File: src/rtl/wrcmd_pkg.sv
package wrcmd_pkg;

    typedef enum logic [1:0] {
        ST_IDLE,
        ST_OPCODE,
        ST_BODY,
        ST_DRAIN
    } wr_state_e;

    localparam logic [1:0] OP_WRITE = 2'b10;
    localparam logic [1:0] OP_STOP  = 2'b11;

endpackage

File: src/rtl/wrcmd_collect.sv
module wrcmd_collect #(
    parameter int PWD_W  = 32,
    parameter int DATA_W = 32,
    parameter int ADDR_W = 3,
    parameter int PAY_W  = 1 + DATA_W + ADDR_W,
    parameter int CNT_W  = 8
) (
    input  logic             clk,
    input  logic             rst_n,
    input  logic             clr,
    input  logic             shift_en,
    input  logic             bit_val,
    input  logic             pwd_on,
    output logic [CNT_W-1:0] cnt,
    output logic [PWD_W-1:0] pwd_rx,
    output logic [PAY_W-1:0] pay_rx
);

    logic in_pwd;

    // While password mode is active, the first PWD_W body bits belong to the password.
    assign in_pwd = pwd_on && (cnt < CNT_W'(PWD_W));

    always_ff @(posedge clk or negedge rst_n) begin
        if (!rst_n) begin
            cnt    <= '0;
            pwd_rx <= '0;
            pay_rx <= '0;
        end else if (clr) begin
            cnt    <= '0;
            pwd_rx <= '0;
            pay_rx <= '0;
        end else if (shift_en) begin
            if (cnt != '1) begin
                cnt <= cnt + 1'b1;
            end
            if (in_pwd) begin
                pwd_rx <= {pwd_rx[PWD_W-2:0], bit_val};
            end else begin
                pay_rx <= {pay_rx[PAY_W-2:0], bit_val};
            end
        end
    end

    // a cleared counter starts the body count from zero
    a_r5_clear_restarts: assert property (@(posedge clk) disable iff (!rst_n)
        clr |=> (cnt == '0));

endmodule

File: src/rtl/wrcmd_fsm.sv
module wrcmd_fsm
    import wrcmd_pkg::*;
#(
    parameter int PWD_W  = 32,
    parameter int DATA_W = 32,
    parameter int ADDR_W = 3,
    parameter int PAY_W  = 1 + DATA_W + ADDR_W,
    parameter int CNT_W  = 8,
    parameter int NBLK   = 1 << ADDR_W
) (
    input  logic              clk,
    input  logic              rst_n,
    input  logic              bit_vld,
    input  logic              bit_val,
    input  logic              frame_end,
    input  logic              pwd_mode,
    input  logic [PWD_W-1:0]  pwd_word,
    input  logic [NBLK-1:0]   blk_locks,
    input  logic [CNT_W-1:0]  cnt,
    input  logic [PWD_W-1:0]  pwd_rx,
    input  logic [PAY_W-1:0]  pay_rx,
    output logic              clr,
    output logic              shift_en,
    output logic              pwd_on,
    output logic              prog_req,
    output logic [ADDR_W-1:0] prog_addr,
    output logic [DATA_W:0]   prog_word,
    output logic              stop_flag,
    output logic              err_flag
);

    localparam logic [CNT_W-1:0] LEN_PLAIN = CNT_W'(PAY_W);
    localparam logic [CNT_W-1:0] LEN_PWD   = CNT_W'(PWD_W + PAY_W);

    wr_state_e         state_q, state_d;
    logic              op_hi_q;
    logic              pwd_on_q;
    logic [1:0]        op_code;
    logic              bit_in;
    logic              len_ok, pwd_ok, lock_ok, frame_good;
    logic [ADDR_W-1:0] tgt_addr;
    logic [DATA_W:0]   tgt_word;

    assign op_code    = {op_hi_q, bit_val};
    assign bit_in     = bit_vld && !frame_end;
    assign len_ok     = (cnt == (pwd_on_q ? LEN_PWD : LEN_PLAIN));
    assign pwd_ok     = !pwd_on_q || (pwd_rx == pwd_word);
    assign tgt_addr   = pay_rx[ADDR_W-1:0];
    assign tgt_word   = {pay_rx[PAY_W-2 -: DATA_W], pay_rx[PAY_W-1]};
    assign lock_ok    = !blk_locks[tgt_addr];
    assign frame_good = len_ok && pwd_ok && lock_ok;

    assign clr      = (state_q == ST_OPCODE) && bit_in && (op_code == OP_WRITE);
    assign shift_en = (state_q == ST_BODY) && bit_in;
    assign pwd_on   = pwd_on_q;

    // Next-state logic
    always_comb begin
        state_d = state_q;
        unique case (state_q)
            ST_IDLE: begin
                if (bit_in) state_d = ST_OPCODE;
            end
            ST_OPCODE: begin
                if (frame_end)   state_d = ST_IDLE;
                else if (bit_vld) state_d = (op_code == OP_WRITE) ? ST_BODY : ST_DRAIN;
            end
            ST_BODY: begin
                if (frame_end) state_d = ST_IDLE;
            end
            ST_DRAIN: begin
                if (frame_end) state_d = ST_IDLE;
            end
        endcase
    end

    // State register
    always_ff @(posedge clk or negedge rst_n) begin
        if (!rst_n) state_q <= ST_IDLE;
        else        state_q <= state_d;
    end

    // Output and context registers
    always_ff @(posedge clk or negedge rst_n) begin
        if (!rst_n) begin
            op_hi_q   <= 1'b0;
            pwd_on_q  <= 1'b0;
            prog_req  <= 1'b0;
            prog_addr <= '0;
            prog_word <= '0;
            stop_flag <= 1'b0;
            err_flag  <= 1'b0;
        end else begin
            prog_req  <= 1'b0;
            stop_flag <= 1'b0;
            err_flag  <= 1'b0;
            unique case (state_q)
                ST_IDLE: begin
                    if (bit_in) op_hi_q <= bit_val;
                end
                ST_OPCODE: begin
                    if (frame_end) begin
                        err_flag <= 1'b1;
                    end else if (bit_vld) begin
                        if (op_code == OP_WRITE)     pwd_on_q  <= pwd_mode;
                        else if (op_code == OP_STOP) stop_flag <= 1'b1;
                        else                         err_flag  <= 1'b1;
                    end
                end
                ST_BODY: begin
                    if (frame_end) begin
                        if (frame_good) begin
                            prog_req  <= 1'b1;
                            prog_addr <= tgt_addr;
                            prog_word <= tgt_word;
                        end else begin
                            err_flag <= 1'b1;
                        end
                    end
                end
                ST_DRAIN: begin
                end
            endcase
        end
    end

    // one outcome at a time
    a_r9_one_outcome: assert property (@(posedge clk) disable iff (!rst_n)
        $onehot0({prog_req, stop_flag, err_flag}));

    // a program request lasts one cycle
    a_r9_req_pulse: assert property (@(posedge clk) disable iff (!rst_n)
        prog_req |=> !prog_req);

    // a request only follows an end-of-frame seen while collecting the body
    a_r8_req_after_end: assert property (@(posedge clk) disable iff (!rst_n)
        prog_req |-> ($past(frame_end) && ($past(state_q) == ST_BODY)));

    // never program a block whose lock bit was set
    a_r7_no_locked_prog: assert property (@(posedge clk) disable iff (!rst_n)
        prog_req |-> ((($past(blk_locks) >> prog_addr) & NBLK'(1)) == NBLK'(0)));

    // in password mode a request implies the collected password matched
    a_r6_pwd_matched: assert property (@(posedge clk) disable iff (!rst_n)
        (prog_req && $past(pwd_on_q)) |-> $past(pwd_rx == pwd_word));

    // stop only as a direct result of the second opcode bit
    a_r3_stop_from_opcode: assert property (@(posedge clk) disable iff (!rst_n)
        stop_flag |-> ($past(state_q) == ST_OPCODE && $past(bit_vld)));

endmodule

File: src/rtl/wrcmd_ctrl.sv
module wrcmd_ctrl #(
    parameter int PWD_W  = 32,
    parameter int DATA_W = 32,
    parameter int ADDR_W = 3
) (
    input  logic                     clk,
    input  logic                     rst_n,
    input  logic                     bit_vld,
    input  logic                     bit_val,
    input  logic                     frame_end,
    input  logic                     pwd_mode,
    input  logic [PWD_W-1:0]         pwd_word,
    input  logic [(1<<ADDR_W)-1:0]   blk_locks,
    output logic                     prog_req,
    output logic [ADDR_W-1:0]        prog_addr,
    output logic [DATA_W:0]          prog_word,
    output logic                     stop_flag,
    output logic                     err_flag
);

    localparam int NBLK  = 1 << ADDR_W;
    localparam int PAY_W = 1 + DATA_W + ADDR_W;
    localparam int CNT_W = $clog2(PWD_W + PAY_W + 1) + 1;

    logic             clr, shift_en, pwd_on;
    logic [CNT_W-1:0] cnt;
    logic [PWD_W-1:0] pwd_rx;
    logic [PAY_W-1:0] pay_rx;

    wrcmd_collect #(
        .PWD_W (PWD_W),
        .DATA_W(DATA_W),
        .ADDR_W(ADDR_W),
        .PAY_W (PAY_W),
        .CNT_W (CNT_W)
    ) u_collect (
        .clk     (clk),
        .rst_n   (rst_n),
        .clr     (clr),
        .shift_en(shift_en),
        .bit_val (bit_val),
        .pwd_on  (pwd_on),
        .cnt     (cnt),
        .pwd_rx  (pwd_rx),
        .pay_rx  (pay_rx)
    );

    wrcmd_fsm #(
        .PWD_W (PWD_W),
        .DATA_W(DATA_W),
        .ADDR_W(ADDR_W),
        .PAY_W (PAY_W),
        .CNT_W (CNT_W),
        .NBLK  (NBLK)
    ) u_fsm (
        .clk      (clk),
        .rst_n    (rst_n),
        .bit_vld  (bit_vld),
        .bit_val  (bit_val),
        .frame_end(frame_end),
        .pwd_mode (pwd_mode),
        .pwd_word (pwd_word),
        .blk_locks(blk_locks),
        .cnt      (cnt),
        .pwd_rx   (pwd_rx),
        .pay_rx   (pay_rx),
        .clr      (clr),
        .shift_en (shift_en),
        .pwd_on   (pwd_on),
        .prog_req (prog_req),
        .prog_addr(prog_addr),
        .prog_word(prog_word),
        .stop_flag(stop_flag),
        .err_flag (err_flag)
    );

endmodule

File: config.mk
export PLATFORM = sky130hd
export DESIGN_NAME = wrcmd_ctrl
export DESIGN_NICKNAME = d
export VERILOG_FILES = /design/src/rtl/wrcmd_pkg.sv /design/src/rtl/wrcmd_collect.sv /design/src/rtl/wrcmd_fsm.sv /design/src/rtl/wrcmd_ctrl.sv
export SDC_FILE = /design/constraint.sdc
export NUM_CORES = 1
export LEC_CHECK = 0
export BUFFER_PORTS_ARGS = -buffer_cell sky130_fd_sc_hd__buf_2
export CAP_MARGIN = 20
export CORE_MARGIN = 2
export CORE_UTILIZATION = 52
export DETAILED_ROUTE_END_ITERATION = 7
export GPL_TIMING_DRIVEN = 0
export HOLD_SLACK_MARGIN = 0.1
export PLACE_DENSITY = 0.74
export SLEW_MARGIN = 25
export SYNTH_ARGS = -nofsm -noshare
export SYNTH_HDL_FRONTEND = slang
export SYNTH_HIERARCHICAL = 1
export SYNTH_SLANG_ARGS = --single-unit
File: constraint.sdc
create_clock -name clk -period 2.35 [get_ports clk]
set_clock_uncertainty 0.15 [all_clocks]
set_input_delay 0.235 -clock clk [delete_from_list [all_inputs] [get_ports clk]]
set_output_delay 0.235 -clock clk [all_outputs]
set_load 0.1 [all_outputs]
# After elaboration in Yosys (flattened, before gate mapping)
# Index checks and enable logic that the tools add are counted.
# op_classes
n_lt_le_gt_ge	2
bitwise	1
eq_ne	12
muxes	33
n_reduce_logical	23
add_sub_neg	1
# ops
operator	count
$mux 36	3
$mux 32	3
$eq 32x32->1	1
$mux 8	3
$mux 1	16
$add 8x1->8 const B	1
$eq 2x2->1 const B	4
$eq 8x8->1	1
$lt 8x6->1 const B	1
$mux 2	4
$ne 8x8->1 const B	1
$reduce_and 2->1	4
$logic_and 1x1->1	7
$mux 7	1
$pmux 2 s3	1
$reduce_and 3->1	2
$reduce_bool 2->1	3
$lt 3x4->1 const B	1
$ne 2x1->1 const B	2
$reduce_and 4->1	1
$bmux 1 s3	1
$logic_not 1->1	3
$ne 3x3->1 const B	1
$eq 2x1->1 const B	1
6 further kinds	6
# totals
reg_bits	119
inputBits	46
wordCells	83

# Longest topological paths before layout
# Gate-level depths: netlist of run 1.
# logic_depth
ltp_word	7
ltp_mapped	8
depth_no_buf	7

# Hierarchy
# The synthesis of run 1 kept the hierarchy.
# by_module_without_submodules
mod	area_each_um2	n_inst	cells_per_inst
wrcmd_collect	3442.1	1	360
wrcmd_fsm	2284.7	1	171

# Least setup slack after synthesis of run 1
# OpenSTA, ideal clock, no wires.
# synth_path
path_type	register to register
start	reg u_collect.cnt[3]
end	reg u_fsm.prog_addr[0]
path_stages_with_launch	7
path_buffers	1
t_arrival_ns	1.960
slack_ns	0.114
t_required_ns	2.075
path_cell_list	dfrtp_1 or4b_1 nor3_1 and4_1 nand4_4 buf_6 mux2_4
# synth_between
elab_chain_cells	4
# synth_rtl
item	line_no	text
start: declaration	wrcmd_collect.sv:14	output logic [CNT_W-1:0] cnt,
start signal: assignment	wrcmd_collect.sv:35	cnt <= cnt + 1'b1;
$eq 8x8->1	wrcmd_fsm.sv:46	assign len_ok = (cnt == (pwd_on_q ? LEN_PWD : LEN_PLAIN));
$logic_and 1x1->1 (2 in series)	wrcmd_fsm.sv:51	assign frame_good = len_ok && pwd_ok && lock_ok;
$reduce_and 3->1 (no line)	--	
end signal: assignment	wrcmd_fsm.sv:114	prog_addr <= tgt_addr;
end: declaration	wrcmd_fsm.sv:26	output logic [ADDR_W-1:0] prog_addr,
# No other way between the ends.
# A chain may end at the register's enable or synchronous reset.

# Final worst setup path of run 1
# layout_path
start	reg u_collect.cnt[1]
end	reg u_fsm.prog_word[9]
# layout_between
elab_chain_cells	4
# layout_rtl
item	line_no	text
$eq 8x8->1	wrcmd_fsm.sv:46	
$logic_and 1x1->1 (2 in series)	wrcmd_fsm.sv:51	
$reduce_and 3->1 (no line)	--	
end signal: assignment	wrcmd_fsm.sv:115	prog_word <= tgt_word;
end: declaration	wrcmd_fsm.sv:27	output logic [DATA_W:0] prog_word,
# No other way between the ends.

==> results of run 1 <==
how the worst max path moves through the flow:
stage,startpoint,endpoint,slack (ps)
after CTS,u_fsm/state_q[0]$_DFFE_PN0P_,u_collect/pay_rx[17]$_DFFE_PN0P_,4
after global routing,u_collect/pwd_rx[29]$_DFFE_PN0P_,u_fsm/prog_word[9]$_DFFE_PN0P_,-100
after global placement,rst_n,u_collect/pwd_rx[22]$_DFFE_PN0P_,-540
after floorplan,u_collect/cnt[3]$_DFFE_PN0P_,u_fsm/prog_addr[0]$_DFFE_PN0P_,110
after detailed placement,u_fsm/state_q[1]$_DFFE_PN0P_,u_collect/pwd_rx[21]$_DFFE_PN0P_,-490
final,u_collect/cnt[1]$_DFFE_PN0P_,u_fsm/prog_word[9]$_DFFE_PN0P_,10
kinds of logic (layout without fill, tap and decap cells):
group	Yosys count	count (layout)	synth area share
AOI/OAI and AO/OA	156	156	0.139
and+or+nand+nor	126	126	0.129
DFF	119	119	0.520
buffers and inverters	49	177	0.0426
muxes	44	44	0.109
xor gates and xnor gates	32	32	0.0489
adders and majority gates	5	5	0.0109
routing by layer:
layer | GRT usage | part of all wire | vias to the layer above
li1 | - | - | 2152
met2 | 0.413 | 0.49 | 194
met5 | 0 | 0 | -
met4 | 0.111 | 0.026 | 0
met3 | 0.0586 | 0.064 | 34
met1 | 0.329 | 0.42 | 2280
cell type report:
class / count / area (µm²) / area share
plain buffers: 42 / 246 / 0.0345
inverters: 6 / 22.5 / 0.00315
multi-input cells: 363 / 2560 / 0.358
well taps: 140 / 175 / 0.0245
repair buffers: 98 / 578 / 0.0808
clock buffers: 21 / 439 / 0.0614
flip-flops and latches: 119 / 2980 / 0.417
clock inverters: 10 / 153 / 0.0213
sequential cells by signal (all words and copies together), names as in the netlist, 2 cells and up:
| signal | flops |
|---|---|
| u_collect/cnt | 8 |
| u_collect/pwd_rx | 32 |
| u_collect/pay_rx | 36 |
| u_fsm/prog_word | 33 |
| u_fsm/state_q | 2 |
| u_fsm/prog_addr | 3 |
worst max-delay path, delay by kind of cell, from the launching register on:
kind / cells / cell delay (ps)
buffers and inverters: 1 / 210
DFF: 1 / 410
and+or+nand+nor: 4 / 1130
muxes: 1 / 310
per-stage QoR:
| stage | TNS [ps] | total power [mW] |
|---|---|---|
| global placement | -90150 | 3.32 |
| finish | 0 | 6.05 |
| detailed placement | -36090 | 3.37 |
| CTS | 0 | 6.03 |
| global route | -3090 | 6.30 |
| floorplan | 0 | 3.00 |
timing repair:
item,4_1_cts,5_1_grt
gates resized for setup,18,19
hold buffers,9,0
endpoints found under the hold margin,127,0
setup buffers,2,2
setup endpoints to repair,107,101
pin swaps,1,1
placed cells by master, fill, tap and decap left out, types with 3 or more instances in the layout:
cell           synthesis  routed
dfrtp_1              119     118
buf_2                  5      90
a21oi_1               77      76
nand3_1               62      62
o21ai_0               52      52
xor2_1                32      32
mux2_4                29      29
o21ai_1               21      20
clkbuf_1              24      17
clkbuf_16              0      16
mux2_2                12      12
nand3_2               10      10
dlygate4sd3_1          0       9
nor2_1                10       9
nand2_1                9       9
buf_6                  6       8
clkbuf_2               1       7
nor2b_1                6       6
clkinv_2               0       5
buf_4                  2       5
inv_1                  5       5
bufinv_16              0       4
nand4_1                4       4
nor4_2                 0       4
nor4_1                 8       4
buf_1                  5       3
nand2b_1               3       3
ha_1                   5       3
where the power goes:
group | total [mW] | switching, mW | internal [mW] | leakage [nW]
Clock | 2.63 | 0.895 | 1.73 | 0.291
Combinational | 1.19 | 0.801 | 0.384 | 1.56
Sequential | 2.24 | 0.108 | 2.13 | 1.65
Total | 6.05 | 1.80 | 4.25 | 3.50
==> qor.txt, run 1 <==
Routed wire length -> 14400 µm
Min Tclk post-route -> 2340 ps
Final cycle utilization of the critical path -> 0.995
Kind of critical path -> reg -> reg
Area contributors post-synth -> dfrtp_1, mux2_4, a21oi_1
Clk root buf -> clkbuf_8
Worst path cell trace -> or4b_1 > nor3_2 > and4_4 > nand4_4 > buf_6 > mux2_4
Worst hold slack -> 350 ps
Setup ws final -> 12.2 ps
Crit path launch type -> register
Initial antenna violation count -> 0
Placement Cell Area -> 6360 µm²
Mapped Cells -> 531
Die Ht -> 109 µm
Data arrival, critical path -> 2590 ps
Drt drc -> 0
Asr flop ratio synth -> 1.00
FP Rows -> 38
Final setup fails -> 0
Leading area contributor after synthesis -> dfrtp_1
Count of pins over their slew limit -> 0
Largest net degree at the start of global routing -> 67
H-tree Lvls -> 4
Final net count -> 698
Synthesized area per cell -> 10.8 µm²
Worst EP required -> 2600 ps
First-iteration detailed-routing DRC count -> 412
DP HPWL -> 9950 µm
Area grow syn2layout -> 24.9%
Min-delay src -> u_fsm/prog_word[26]$_DFFE_PN0P_
Cells after DPL -> 756
Unique cell type count in the Yosys netlist -> 41
Post-Syn Nets -> 582
WL/cell -> 18.0 µm
Crit path capture type -> register
Post-synth top area share -> 0.520
All-Layer GR Usage -> 0.255
Share of layout cells above drive strength 1 -> 0.320
Global route overflow -> 0
CTS Buf Count -> 17
Crit path max fanout -> 10
Power per cell area -> 847 nW/µm²
Worst slew pin tran -> 568 ps
Register-to-Register Path Depth -> 6
Vias in the first global route -> 4610
Hold Path Depth -> 1
Vias per cell -> 5.83
Post-DRT Antenna Nets -> 0
Area of the die -> 11900 µm²
CP max stage delay -> 550 ps
First-pass GRT wire length -> 23000 µm
Diode count -> 0
Synthesized cell area -> 5730 µm²
Max Cap Viol -> 0
Reg2reg end -> u_fsm/prog_word[9]$_DFFE_PN0P_
FF+latch count, synth -> 119
Outcome -> completed
Synth warnings -> 6
Clk slew on worst S/H paths -> 60 ps
Post-synth EDFFs -> 0
Die Span X -> 109 µm
I/O pins -> 85
Top FF cell, synth -> dfrtp_1
Initial Utilization -> 0.531
Core footprint -> 10800 µm²
R2r startpoint -> u_collect/cnt[1]$_DFFE_PN0P_
Worst hold path type -> reg -> reg
DR pass1 iterations -> 5
Post-Layout Cell Count -> 799
Slew Limit Headroom -> 0.620
TritonCTS clock tree -> done
Clk_lat worst skew -> 520 ps
Port buffer count -> 84
FMAX -> 428 MHz
Reg2reg setup slack -> 10 ps
Fillers -> 822
Clock sink count -> 119
Post-synth top cells -> dfrtp_1, a21oi_1, nand3_1
Max Buffers Root-to-Sink -> 2
RSZ-0062 raised after global routing -> yes
Via count -> 4660
Hold Vio Cnt, Final -> 0
Placer Congestion -> 0.841
CP max-delay cell -> or4b_1
Seq/Total Area, Yosys -> 0.520
Leakage -> 3.50 nW
Util after Layout -> 0.663
Most frequent cell after synthesis -> dfrtp_1
VDD IR max -> 431 µV
Worst Hold End -> u_fsm/prog_word[26]$_DFFE_PN0P_
Final Cell Area -> 7150 µm²
DP Worst Slack -> -494 ps
No activity file was read; power rests on OpenSTA's default activity.
==> run 2: changes to the inputs <==
- SETUP_SLACK_MARGIN: not set -> 0.15
==> run 2 against run 1 <==
  * Sequential power is essentially flat
  * Sequential share of layout area shrank 0.97 points
  * Register-to-register slack gained 40 ps
  * Clock-buffer cell count grew 2
  * Sequential cell count is the same
  * Hold slack gained 0.51 ps
==> qor.txt, run 2 (same netlist as run 1, synthesis figures left out) <==
Outcome -> completed (unchanged)
DP HPWL -> 9950 µm (about the same)
Max Buffers Root-to-Sink -> 2 (unchanged)
Cells after DPL -> 756 (unchanged)
Worst hold path type -> in -> reg (was reg -> reg)
Die Span X -> 109 µm (unchanged)
Die Ht -> 109 µm (unchanged)
Routed wire length -> 14800 µm (was 14400 µm)
FP Rows -> 38 (unchanged)
Worst slew pin tran -> 526 ps (was 568 ps)
Vias in the first global route -> 4702 (was 4610)
Clk root buf -> clkbuf_8 (unchanged)
Largest net degree at the start of global routing -> 72 (was 67)
Top Registers -> u_collect/pay_rx (36), u_fsm/prog_word (33), u_collect/pwd_rx (32) (unchanged)
Post-Layout Cell Count -> 806 (was 799)
Worst EP required -> 2600 ps (about the same)
Data arrival, critical path -> 2540 ps (was 2590 ps)
Area of the die -> 11900 µm² (unchanged)
Crit path max fanout -> 10 (unchanged)
Count of pins over their slew limit -> 0 (unchanged)
Drt drc -> 0 (unchanged)
Worst hold slack -> 351 ps (was 350 ps)
I/O pins -> 85 (unchanged)
Clk slew on worst S/H paths -> 60 ps (about the same)
Most flops, register -> u_collect/pay_rx (unchanged)
Via count -> 4776 (was 4660)
Crit path capture type -> register (unchanged)
H-tree Lvls -> 4 (unchanged)
Diode count -> 0 (unchanged)
WL/cell -> 18.4 µm (was 18.0 µm)
RSZ-0062 raised after global routing -> yes (unchanged)
Initial Utilization -> 0.531 (unchanged)
Initial antenna violation count -> 0 (unchanged)
Final net count -> 704 (was 698)
Leakage -> 3.58 nW (was 3.50 nW)
Global route overflow -> 0 (unchanged)
Most frequent cells in the layout -> dfrtp_1, buf_2, a21oi_1, nand3_1, o21ai_0 (unchanged)
Share of layout cells above drive strength 1 -> 0.344 (was 0.320)
Util after Layout -> 0.679 (was 0.663)
Clock sink count -> 119 (unchanged)
Power per cell area -> 851 nW/µm² (was 847 nW/µm²)
Kind of critical path -> reg -> reg (unchanged)
Post-DRT Antenna Nets -> 0 (unchanged)
Slew Limit Headroom -> 0.648 (was 0.620)
Core footprint -> 10800 µm² (unchanged)
Commonest non-fill, non-tap cell in the layout -> dfrtp_1 (unchanged)
Area grow syn2layout -> 27.9% (was 24.9%)
CTS Buf Count -> 17 (unchanged)
Clk_lat worst skew -> 520 ps (about the same)
Port buffer count -> 84 (unchanged)
Final setup fails -> 0 (unchanged)
Hold Vio Cnt, Final -> 0 (unchanged)
Power Total -> 6.24 mW (was 6.05 mW)
Vias per cell -> 5.93 (was 5.83)
VDD IR max -> 574 µV (was 431 µV)
First-iteration detailed-routing DRC count -> 430 (was 412)
Crit path launch type -> register (unchanged)
Max reg flops -> 36 (unchanged)
Final cycle utilization of the critical path -> 0.976 (was 0.995)
Fin Setup TNS -> 0 ps (unchanged)
Min Tclk post-route -> 2290 ps (was 2340 ps)
DR pass1 iterations -> 5 (unchanged)
All-Layer GR Usage -> 0.263 (was 0.255)
TritonCTS clock tree -> done (unchanged)
FMAX -> 436 MHz (was 428 MHz)
First-pass GRT wire length -> 23800 µm (was 23000 µm)
Max Cap Viol -> 0 (unchanged)
Placer Congestion -> 0.840 (was 0.841)
-- run 2: cell count changes in the layout (fill, tap and decap cells not counted), sizes merged --
cell / before / now
clkbuf: 44 / 48
buf: 108 / 114
dlygate4sd3: 9 / 7
clkinvlp: 1 / 3
bufinv: 4 / 3
clkinv: 5 / 3
-- run 2: power by group --
| part | leakage [nW] | switching [mW] | total, mW | internal (mW) |
|---|---|---|---|---|
| sequential | 1.65 | 0.106 | 2.24 | 2.13 |
| clock | 0.303 | 0.917 | 2.71 | 1.79 |
| combinational | 1.63 | 0.853 | 1.29 | 0.434 |
| total | 3.58 | 1.88 | 6.24 | 4.36 |
-- run 2: path summary, 6_finish.rpt --
| kind | end | startpoint | slack [ps] | cells past startpoint |
|---|---|---|---|---|
| worst max-delay path | u_fsm/prog_word[20]$_DFFE_PN0P_ | u_collect/pwd_rx[19]$_DFFE_PN0P_ | 60 | 7 |
| worst min-delay path | u_fsm/pwd_on$_DFFE_PN0P_ | pwd_mode | 350 | 3 |
| worst max register to register | u_fsm/prog_word[20]$_DFFE_PN0P_ | u_collect/pwd_rx[19]$_DFFE_PN0P_ | 60 | 7 |
| worst min register to register | u_fsm/prog_word[26]$_DFFE_PN0P_ | u_fsm/prog_word[26]$_DFFE_PN0P_ | 350 | 1 |
| max in group asynchronous | u_fsm/state_q[0]$_DFFE_PN0P_ | rst_n | 720 | 4 |
| min in group asynchronous | u_fsm/prog_word[18]$_DFFE_PN0P_ | rst_n | 620 | 3 |
-- run 2: final cells by class --
type / instances / area, µm²
plain buffers: 43 / 277
clock buffers: 23 / 497
clock inverters: 9 / 139
fillers: 805 / 3470
inverters: 6 / 22.5
multi-input cells: 363 / 2620
flip-flops and latches: 119 / 2980
well taps: 140 / 175
repair buffers: 103 / 611
-- run 2: metrics by stage --
| step | cell area (µm²) | setup WS (ps) |
|---|---|---|
| global placement | 6320 | -539 |
| global route | 7320 | -28.3 |
| finish | 7320 | 55.9 |
| CTS | 7250 | 65.2 |
| detailed placement | 6360 | -484 |
| floorplan | 5730 | 114 |
-- run 2: repair_timing --
item / 4_1_cts / 5_1_grt
hold buffers: 7 / 0
pin swaps: 1 / 3
setup endpoints to repair: 112 / 111
resized for setup: 41 / 15
endpoints found under the hold margin: 127 / 0
setup buffers: 10 / 1
-- run 2: layer usage --
layer / vias up / part of all wire / track usage
met5: - / 0 / 0
met4: 0 / 0.028 / 0.103
met3: 41 / 0.062 / 0.0622
met2: 222 / 0.50 / 0.439
met1: 2358 / 0.41 / 0.332
li1: 2155 / - / -
-- run 2: critical path, cell delays in order (launching register included) --
cell and delay [ps]:
dfrtp_1 390, xor2_1 170, nor4_2 320, nand4_1 160, o21ai_2 260, nand4_4 200, buf_6 210, mux2_4 310
